[src/rtl/ssram_dec_pkg.sv]
`timescale 1ns/1ps
package ssram_dec_pkg;
  typedef enum logic [2:0] {
    CYC_DESEL = 3'd0,
    CYC_READ  = 3'd1,
    CYC_WRITE = 3'd2,
    CYC_BURST = 3'd3,
    CYC_SUSP  = 3'd4
  } cyc_e;
endpackage

[src/rtl/ssram_we_decode.sv]
`timescale 1ns/1ps
// Resolves the write-enable priority into per-lane strobes.
module ssram_we_decode #(
  parameter int LANES = 2
) (
  input  logic             gw_n,
  input  logic             bwe_n,
  input  logic [LANES-1:0] bw_n,
  output logic [LANES-1:0] lane_sel,
  output logic             is_wr
);
  for (genvar g = 0; g < LANES; g++) begin : g_lane
    // Global enable wins; otherwise byte-write enable passes the lane enable.
    assign lane_sel[g] = ~gw_n | (~bwe_n & ~bw_n[g]);
  end

  assign is_wr = |lane_sel;
endmodule

[src/rtl/ssram_cycle_fsm.sv]
`timescale 1ns/1ps
// Cycle classification: next-state logic and registers.
module ssram_cycle_fsm
  import ssram_dec_pkg::*;
#(
  parameter int LANES = 2
) (
  input  logic             clk,
  input  logic             rst_n,
  input  logic             ce_main_n,
  input  logic             ce_hi,
  input  logic             ce_lo_n,
  input  logic             strb_cpu_n,
  input  logic             strb_ctl_n,
  input  logic             adv_n,
  input  logic [LANES-1:0] lane_sel,
  input  logic             is_wr,
  output logic [LANES-1:0] we_now,
  output logic             rd_now,
  output cyc_e             cyc_q,
  output logic             op_wr_q,
  output logic [LANES-1:0] lane_we_q,
  output logic             rd_act_q
);
  logic start, sel;
  logic act_q, act_d, opwr_d, rdact_d;
  cyc_e cyc_d;

  assign start = ~strb_ctl_n | (~strb_cpu_n & ~ce_main_n);
  assign sel   = ~ce_main_n & ce_hi & ~ce_lo_n;

  always_comb begin
    act_d  = act_q;
    opwr_d = op_wr_q;
    cyc_d  = CYC_DESEL;
    we_now = '0;
    rd_now = 1'b0;
    if (start) begin
      if (sel) begin
        act_d  = 1'b1;
        opwr_d = is_wr;
        if (is_wr) begin
          cyc_d  = CYC_WRITE;
          we_now = lane_sel;
        end else begin
          cyc_d  = CYC_READ;
          rd_now = 1'b1;
        end
      end else begin
        act_d  = 1'b0;
        opwr_d = 1'b0;
      end
    end else if (act_q) begin
      if (!adv_n) begin
        cyc_d = CYC_BURST;
        if (op_wr_q) we_now = lane_sel;
        else         rd_now = 1'b1;
      end else begin
        cyc_d = CYC_SUSP;
      end
    end
    rdact_d = act_d & ~opwr_d;
  end

  always_ff @(posedge clk or negedge rst_n) begin
    if (!rst_n) begin
      act_q     <= 1'b0;
      op_wr_q   <= 1'b0;
      cyc_q     <= CYC_DESEL;
      lane_we_q <= '0;
      rd_act_q  <= 1'b0;
    end else begin
      act_q     <= act_d;
      op_wr_q   <= opwr_d;
      cyc_q     <= cyc_d;
      lane_we_q <= we_now;
      rd_act_q  <= rdact_d;
    end
  end

  // processor strobe without master enable cannot start from idle
  p_cpu_ignored_r2: assert property (@(posedge clk) disable iff (!rst_n)
    (strb_ctl_n && ce_main_n && !act_q) |=> (cyc_q == CYC_DESEL && !rd_act_q));

  // a deselect start stops bus drive after one edge
  p_single_desel_r10: assert property (@(posedge clk) disable iff (!rst_n)
    (!strb_ctl_n && !ce_hi) |=> (!rd_act_q && cyc_q == CYC_DESEL && !op_wr_q));

  // burst keeps the operation kind
  p_burst_keeps_op_r6: assert property (@(posedge clk) disable iff (!rst_n)
    (act_q && strb_ctl_n && (strb_cpu_n || ce_main_n) && !adv_n)
    |=> (cyc_q == CYC_BURST && op_wr_q == $past(op_wr_q)));

  // suspend writes nothing and keeps the operation kind
  p_suspend_r7: assert property (@(posedge clk) disable iff (!rst_n)
    (act_q && strb_ctl_n && (strb_cpu_n || ce_main_n) && adv_n)
    |=> (cyc_q == CYC_SUSP && lane_we_q == '0 && op_wr_q == $past(op_wr_q)));
endmodule

[src/rtl/ssram_lane_array.sv]
`timescale 1ns/1ps
// Lane-split storage with a registered read port.
module ssram_lane_array #(
  parameter int LANES  = 2,
  parameter int LANE_W = 9,
  parameter int DEPTH  = 16,
  localparam int AW    = $clog2(DEPTH),
  localparam int DW    = LANES * LANE_W
) (
  input  logic             clk,
  input  logic             rst_n,
  input  logic [AW-1:0]    addr,
  input  logic [DW-1:0]    din,
  input  logic [LANES-1:0] we,
  input  logic             rd,
  output logic [DW-1:0]    dout
);
  for (genvar g = 0; g < LANES; g++) begin : g_lane
    logic [LANE_W-1:0] mem_l [DEPTH];
    logic [LANE_W-1:0] rd_q;

    always_ff @(posedge clk) begin
      if (we[g]) mem_l[addr] <= din[g*LANE_W +: LANE_W];
    end

    always_ff @(posedge clk or negedge rst_n) begin
      if (!rst_n)  rd_q <= '0;
      else if (rd) rd_q <= mem_l[addr];
    end

    assign dout[g*LANE_W +: LANE_W] = rd_q;
  end

  // output data changes only on a read edge
  p_read_hold_r7: assert property (@(posedge clk) disable iff (!rst_n)
    !rd |=> $stable(dout));
endmodule

[src/rtl/ssram_cycle_dec.sv]
`timescale 1ns/1ps
module ssram_cycle_dec
  import ssram_dec_pkg::*;
#(
  parameter int LANES  = 2,
  parameter int LANE_W = 9,
  parameter int DEPTH  = 16,
  localparam int AW    = $clog2(DEPTH),
  localparam int DW    = LANES * LANE_W
) (
  input  logic             clk,
  input  logic             rst_n,
  input  logic             ce_main_n,
  input  logic             ce_hi,
  input  logic             ce_lo_n,
  input  logic             strb_cpu_n,
  input  logic             strb_ctl_n,
  input  logic             adv_n,
  input  logic             gw_n,
  input  logic             bwe_n,
  input  logic [LANES-1:0] bw_n,
  input  logic             oe_n,
  input  logic [AW-1:0]    addr,
  input  logic [DW-1:0]    din,
  output logic [DW-1:0]    dout,
  output logic             dq_drive,
  output logic [2:0]       cyc_type,
  output logic             op_is_wr,
  output logic [LANES-1:0] lane_we
);
  logic [1:0]       rst_sync_q;
  logic             rst_n_s;
  logic [LANES-1:0] lane_sel, we_now;
  logic             is_wr, rd_now, rd_act_q;
  cyc_e             cyc_q;

  // Asynchronous assert, synchronous release
  always_ff @(posedge clk or negedge rst_n) begin
    if (!rst_n) rst_sync_q <= 2'b00;
    else        rst_sync_q <= {rst_sync_q[0], 1'b1};
  end
  assign rst_n_s = rst_sync_q[1];

  ssram_we_decode #(.LANES(LANES)) i_we_dec (
    .gw_n     (gw_n),
    .bwe_n    (bwe_n),
    .bw_n     (bw_n),
    .lane_sel (lane_sel),
    .is_wr    (is_wr)
  );

  ssram_cycle_fsm #(.LANES(LANES)) i_fsm (
    .clk        (clk),
    .rst_n      (rst_n_s),
    .ce_main_n  (ce_main_n),
    .ce_hi      (ce_hi),
    .ce_lo_n    (ce_lo_n),
    .strb_cpu_n (strb_cpu_n),
    .strb_ctl_n (strb_ctl_n),
    .adv_n      (adv_n),
    .lane_sel   (lane_sel),
    .is_wr      (is_wr),
    .we_now     (we_now),
    .rd_now     (rd_now),
    .cyc_q      (cyc_q),
    .op_wr_q    (op_is_wr),
    .lane_we_q  (lane_we),
    .rd_act_q   (rd_act_q)
  );

  ssram_lane_array #(.LANES(LANES), .LANE_W(LANE_W), .DEPTH(DEPTH)) i_array (
    .clk   (clk),
    .rst_n (rst_n_s),
    .addr  (addr),
    .din   (din),
    .we    (we_now),
    .rd    (rd_now),
    .dout  (dout)
  );

  assign cyc_type = cyc_q;
  assign dq_drive = rd_act_q & ~oe_n;

  // a selected start with global write writes every lane
  p_global_write_r4: assert property (@(posedge clk) disable iff (!rst_n_s)
    (!strb_ctl_n && !ce_main_n && ce_hi && !ce_lo_n && !gw_n)
    |=> (lane_we == {LANES{1'b1}} && op_is_wr));

  // the bus is driven only during a read operation
  p_drive_read_only_r10: assert property (@(posedge clk) disable iff (!rst_n_s)
    dq_drive |-> (!op_is_wr && cyc_type != 3'd0 && cyc_type != 3'd2));
endmodule

[config.mk]
export PLATFORM = sky130hd
export DESIGN_NAME = ssram_cycle_dec
export DESIGN_NICKNAME = d
export VERILOG_FILES = /design/src/rtl/ssram_dec_pkg.sv /design/src/rtl/ssram_we_decode.sv /design/src/rtl/ssram_cycle_fsm.sv /design/src/rtl/ssram_lane_array.sv /design/src/rtl/ssram_cycle_dec.sv
export SDC_FILE = /design/constraint.sdc
export NUM_CORES = 1
export LEC_CHECK = 0
export ABC_AREA = 1
export BUFFER_PORTS_ARGS = -buffer_cell sky130_fd_sc_hd__buf_4
export CAP_MARGIN = 20
export CORE_ASPECT_RATIO = 1.1
export CORE_UTILIZATION = 52
export DETAILED_ROUTE_END_ITERATION = 7
export GPL_ROUTABILITY_DRIVEN = 0
export HOLD_SLACK_MARGIN = 0.03
export PLACE_DENSITY = 0.69
export SETUP_SLACK_MARGIN = 0.02
export SKIP_CTS_REPAIR_TIMING = 1
export SYNTH_ARGS = -nofsm -noshare
export SYNTH_HDL_FRONTEND = slang
export SYNTH_SLANG_ARGS = --single-unit
[constraint.sdc]
create_clock -name clk -period 0.8 [get_ports clk]
set_input_delay 0.08 -clock clk [delete_from_list [all_inputs] [get_ports clk]]
set_output_delay 0.08 -clock clk [all_outputs]
set_load 0.05 [all_outputs]
# Yosys cells after proc, flatten, opt, wreduce, memory -nomap -nowiden
# Memories as Yosys holds them, arrays and structs flattened. A register that Yosys moved wholly into a read port is not among the register bits.
# Cells that the tools add are included.
# word_totals
ff_bits,10
latchBits,0
ram_bits,288
romBits,0
inputBits,35
wordCells,56
n_memories,2
# classes
add_sub_neg,0
multipliers,0
div_mod_pow,0
magnitude_cmp,0
n_eq_ne,0
n_shift,0
muxes,25
bitwise,20
reduce_logical,3
# mem_list
name,words,width,rd,rd_ports_with_merged_regs,write_ports,line,text
i_array.g_lane[0].mem_l,16,9,1,1,1,ssram_lane_array.sv:19,logic [LANE_W-1:0] mem_l [DEPTH];
i_array.g_lane[1].mem_l,16,9,1,1,1,ssram_lane_array.sv:19,
# ops
op,count
1-bit two-way mux,14
2-bit two-way mux,7
3-bit two-way mux,4
1-bit inverter,10
1-bit bitwise AND,7
1-bit OR,3
1-bit logical NOT,2
2-bit OR reduction,1

# Depth between registers and ports, before layout
# depth
word_depth,9
mapped_depth,11
ltp_nobuf,9

# Modules after synthesis
# A second synthesis with hierarchy kept.
# unflattened
hier_cells,1206
hier_area_um2,13126.3
# by_module_without_submodules
mod,instances,cells_each,area_per_inst_um2
ssram_lane_array,1,1151,12664.6
ssram_cycle_fsm,1,42,359.1
ssram_cycle_dec,1,5,63.8
ssram_we_decode,1,8,38.8

# Worst setup path after synthesis
# Ideal clock, no wire load.
# synth_path
kind,reg2reg
startpoint,reg i_fsm.op_wr_q
endpoint,"mem i_array.g_lane[0].mem_l[10][0], enable pin"
setup_ps,374
t_arrival_ps,1686
path_slack_ps,-1261
stages_incl_launch_ff,6
period_less_slack_ps,2061
path_cell_list,dfrtp_1 -> inv_1 -> o21ai_2 -> nand2_2 -> buf_2 -> nor2_1
# synth_between
elab_chain_len,6
# synth_lines
item,line,text
from (decl),ssram_cycle_fsm.sv:21,"output logic op_wr_q,"
from (signal assigned),ssram_cycle_fsm.sv:74,op_wr_q <= opwr_d;
2-bit two-way mux,ssram_cycle_fsm.sv:56,if (op_wr_q) we_now = lane_sel;
2-bit two-way mux,ssram_cycle_fsm.sv:54,if (!adv_n) begin
2-bit two-way mux,ssram_cycle_fsm.sv:53,end else if (act_q) begin
2-bit two-way mux,ssram_cycle_fsm.sv:38,if (start) begin
1-bit two-way mux,ssram_lane_array.sv:23,if (we[g]) mem_l[addr] <= din[g*LANE_W +: LANE_W];
1-bit two-way mux (not written as such),ssram_lane_array.sv:23,
to (decl),ssram_lane_array.sv:19,
# No other way between the ends.

# Final worst setup path
# layout_path
startpoint,reg i_fsm.act_q
endpoint,"mem i_array.g_lane[1].mem_l[14][8], enable pin"
# layout_between
elab_chain_len,4
# layout_lines
item,line,text
from (decl),ssram_cycle_fsm.sv:26,"logic act_q, act_d, opwr_d, rdact_d;"
from (signal assigned),ssram_cycle_fsm.sv:73,act_q <= act_d;
2-bit two-way mux,ssram_cycle_fsm.sv:53,
2-bit two-way mux,ssram_cycle_fsm.sv:38,
1-bit two-way mux,ssram_lane_array.sv:23,
1-bit two-way mux (not written as such),ssram_lane_array.sv:23,
to (decl),ssram_lane_array.sv:19,
# No other way between the ends.

==> summary.txt <==
Clock network
  – CTS tree: built
  – CTS sink cnt: 316
  – Clock root buffer: clkbuf_16
  – TritonCTS Buffers: 30
  – Clock Path Buffers: 3
  – H-tree levels: 1
  – Clk slew on worst S/H paths: 0.06 ns
  – Clk_lat worst skew: 0.56 ns

Yosys
  – Post-Synth Simple-Gate Area: 24.9%
  – Syn nets: 1319
  – Largest family of logic cells by synthesized area: simple AND/OR/NAND/NOR gates
  – Syn_area_per_cell: 10.2 µm²
  – Cell Area, Synth: 0.0131 mm²
  – Yosys warns: 0
  – Area share of the largest cell type after synthesis: 66.1%
  – Adder-Cell Fraction of Synth Area: 0%
  – Yosys top cell by area: edfxtp_1
  – Synth Area in XOR/XNOR: 0%
  – Compound-Gate Fraction of Synth Area: 1.08%
  – Flops & latches, synth: 316
  – Seq/Total Area, Yosys: 71.5%
  – Mux cell area share after synthesis: 0%
  – Main area contributors after synthesis: edfxtp_1 (66%), nand2_1 (23%), dfrtp_1 (5.4%)
  – Synthesized instance count: 1284
  – Post-synth cell types: 17

Drt
  – Routed WL: 32.6 mm
  – Highest metal used: met4
  – Post-DR wirelength/cell: 18.3 µm
  – Wl on met1: 13.7 mm
  – Routed via count: 9253
  – Vias per std cell: 5.20
  – DR iter-0 viols: 891
  – Met3 WL: 2.40 mm
  – 1st-pass router iterations: 7
  – Routed met2 length: 15.5 mm
  – DRC errors left: 0
  – Routed Antenna Nets: 0

Timing
  – Final WS setup: -0.870 ns
  – Pins Over Slew Limit: 0
  – Fin crit share: 209%
  – Final hold slack: -0.0998 ns
  – Count of final hold-check violations: 1
  – Final setup vio count: 338
  – Clock Skew: 0.0172 ns
  – Minimum clock period after layout: 1.67 ns
  – RSZ-0062 raised after global routing: yes
  – Fmax: 599 MHz

Pwr
  – Pleak: 7.00 nW
  – Power Density: 2260 mW/mm²
  – Power, Total: 37.1 mW
  – VDD IR max: 2.49 mV

Global route
  – GRT Util Overall: 25.3%
  – Initial antenna violation count: 0
  – Pin count of the biggest net entering global routing: 73
  – First-pass GRT wire length: 48.9 mm
  – Grt total ovfl: 0
  – Vias in the first global route: 8788

Placement
  – Post-placement cell count: 1679
  – Dpl hpwl: 20.7 mm
  – Input/output buffers: 59
  – Pre-CTS setup slack: -0.891 ns

Hold path
  – Worst hold endpoint: i_fsm.op_wr_q$_DFF_PN0_
  – Min-Delay Path Depth: 3
  – Hold crit path type: in2reg
  – Worst Min Path Start: strb_ctl_n

Critical path
  – Crit path kind: reg2reg
  – Crit end category: flop
  – Worst flop-to-flop path endpoint: i_array.g_lane[1].mem_l[14][8]$_DFFE_PP_
  – Crit path DAT: 1.95 ns
  – Worst r2r src: i_fsm.act_q$_DFF_PN0_
  – R2R depth: 8
  – R2R setup slack: -0.87 ns
  – Startpoint types: flop
  – CP Max Fanout: 14
  – Worst path required time: 1.08 ns

Die
  – Die ar.: 0.0258 mm²
  – I/O Pins: 60
  – Die Span Y: 168 µm
  – FP Rows: 60
  – Die Wd: 153 µm
  – Initial Utilization: 53.3%
  – Core footprint: 0.0245 mm²

Run
  – MaxCap Viol Count: 0

Final layout
  – Share of layout cells above drive strength 1: 18.0%
  – Filler cell count: 1833
  – Most common cell after layout, fill and taps aside: nand2_1
  – Layout area overhead: 25.5%
  – Leading cell types in the layout, fill and taps excluded: nand2_1 (813), edfxtp_1 (288), buf_4 (103)
  – Diode count: 0
  – Non-Filler Instances: 1779
  – Nets: 1480

Status
  – Failing checks: hold timing, setup timing
  – Status: complete, but fails checks
-- flip-flops by register name, indices dropped and copies added, names as in the netlist --
name and cells:
i_fsm.rd_act_q 1, i_fsm.act_q 1, i_fsm.op_wr_q 1, i_array.g_lane.rd_q 18, rst_sync_q 2, i_array.g_lane.mem_l 288
i_fsm.cyc_q 3, i_fsm.lane_we_q 2
-- layout make-up --
cell class | instances | area, µm² | area share, %
Clock buffer | 44 | 845 | 5.14
Clock inverter | 12 | 133 | 0.808
Inverter | 20 | 80.1 | 0.488
Multi-Input combinational cell | 899 | 3770 | 23.0
Sequential cell | 316 | 9350 | 57.0
Tap cell | 310 | 388 | 2.36
Timing Repair Buffer | 178 | 1850 | 11.2
-- worst max path at each step --
| stage | cells after the start | endpoint | from | slack, ns |
|---|---|---|---|---|
| floorplan | 5 | i_array.g_lane[0].mem_l[10][0]$_DFFE_PP_ | i_fsm.op_wr_q$_DFF_PN0_ | -0.84 |
| global placement | 7 | i_array.g_lane[0].mem_l[10][3]$_DFFE_PP_ | i_fsm.act_q$_DFF_PN0_ | -0.85 |
| detailed placement | 7 | i_array.g_lane[0].mem_l[10][3]$_DFFE_PP_ | i_fsm.act_q$_DFF_PN0_ | -0.89 |
| CTS | 8 | i_array.g_lane[0].mem_l[4][2]$_DFFE_PP_ | i_fsm.act_q$_DFF_PN0_ | -0.89 |
| global route | 8 | i_array.g_lane[0].mem_l[1][6]$_DFFE_PP_ | i_fsm.act_q$_DFF_PN0_ | -0.94 |
| finish | 8 | i_array.g_lane[1].mem_l[14][8]$_DFFE_PP_ | i_fsm.act_q$_DFF_PN0_ | -0.87 |
-- synthesized netlist by cell type --
cell / instances
nand2_1: 816
edfxtp_1: 288
nor2_1: 43
buf_2: 30
dfrtp_1: 28
clkbuf_1: 23
inv_1: 18
o21ai_1: 18
buf_1: 4
nand2_2: 3
o21ai_0: 3
o21ai_2: 3
a21oi_1: 2
inv_2: 2
buf_4: 1
conb_1: 1
nand3_2: 1
-- power by group --
group	internal [mW]	total (mW)	switching (mW)
sequential	18.3	18.6	0.276
combinational	1.56	4.43	2.87
clock	8.24	14.0	5.80
-- critical path: stages, from the launching register on --
cell and delay, ns:
dfrtp_1 0.32, inv_1 0.05, nor2_2 0.16, nand2_2 0.09, o21ai_4 0.20, nand2_4 0.12, buf_12 0.19, nor2_4 0.11
buf_4 0.14
-- kinds of logic after synthesis --
group | count (synthesis)
other | 1
AOI/OAI and AO/OA | 26
and+or+nand+nor | 863
buffers and inverters | 78
DFF | 316
-- routing by layer --
metal  global-route usage [%]  vias up
li1                         -     4469
met1                     34.0     4318
met2                     41.8      403
met3                     3.32       63
met4                     10.3        0
met5                        0        -
-- metrics by stage --
| step | hold WS [ns] | cell area, µm² | util, % | TNS [ns] |
|---|---|---|---|---|
| global route | -0.103 | 16400 | 66.9 | -285.55 |
| floorplan | -0.216 | 13300 | - | -235.40 |
| finish | -0.0998 | 16400 | 66.9 | -264.95 |
| CTS | -0.733 | 15800 | 64.2 | -267.29 |
| global placement | -0.138 | 14800 | 60.2 | -247.87 |
| detailed placement | -0.136 | 14800 | 60.2 | -258.24 |
Note: power is estimated with default switching activity, not from simulation.
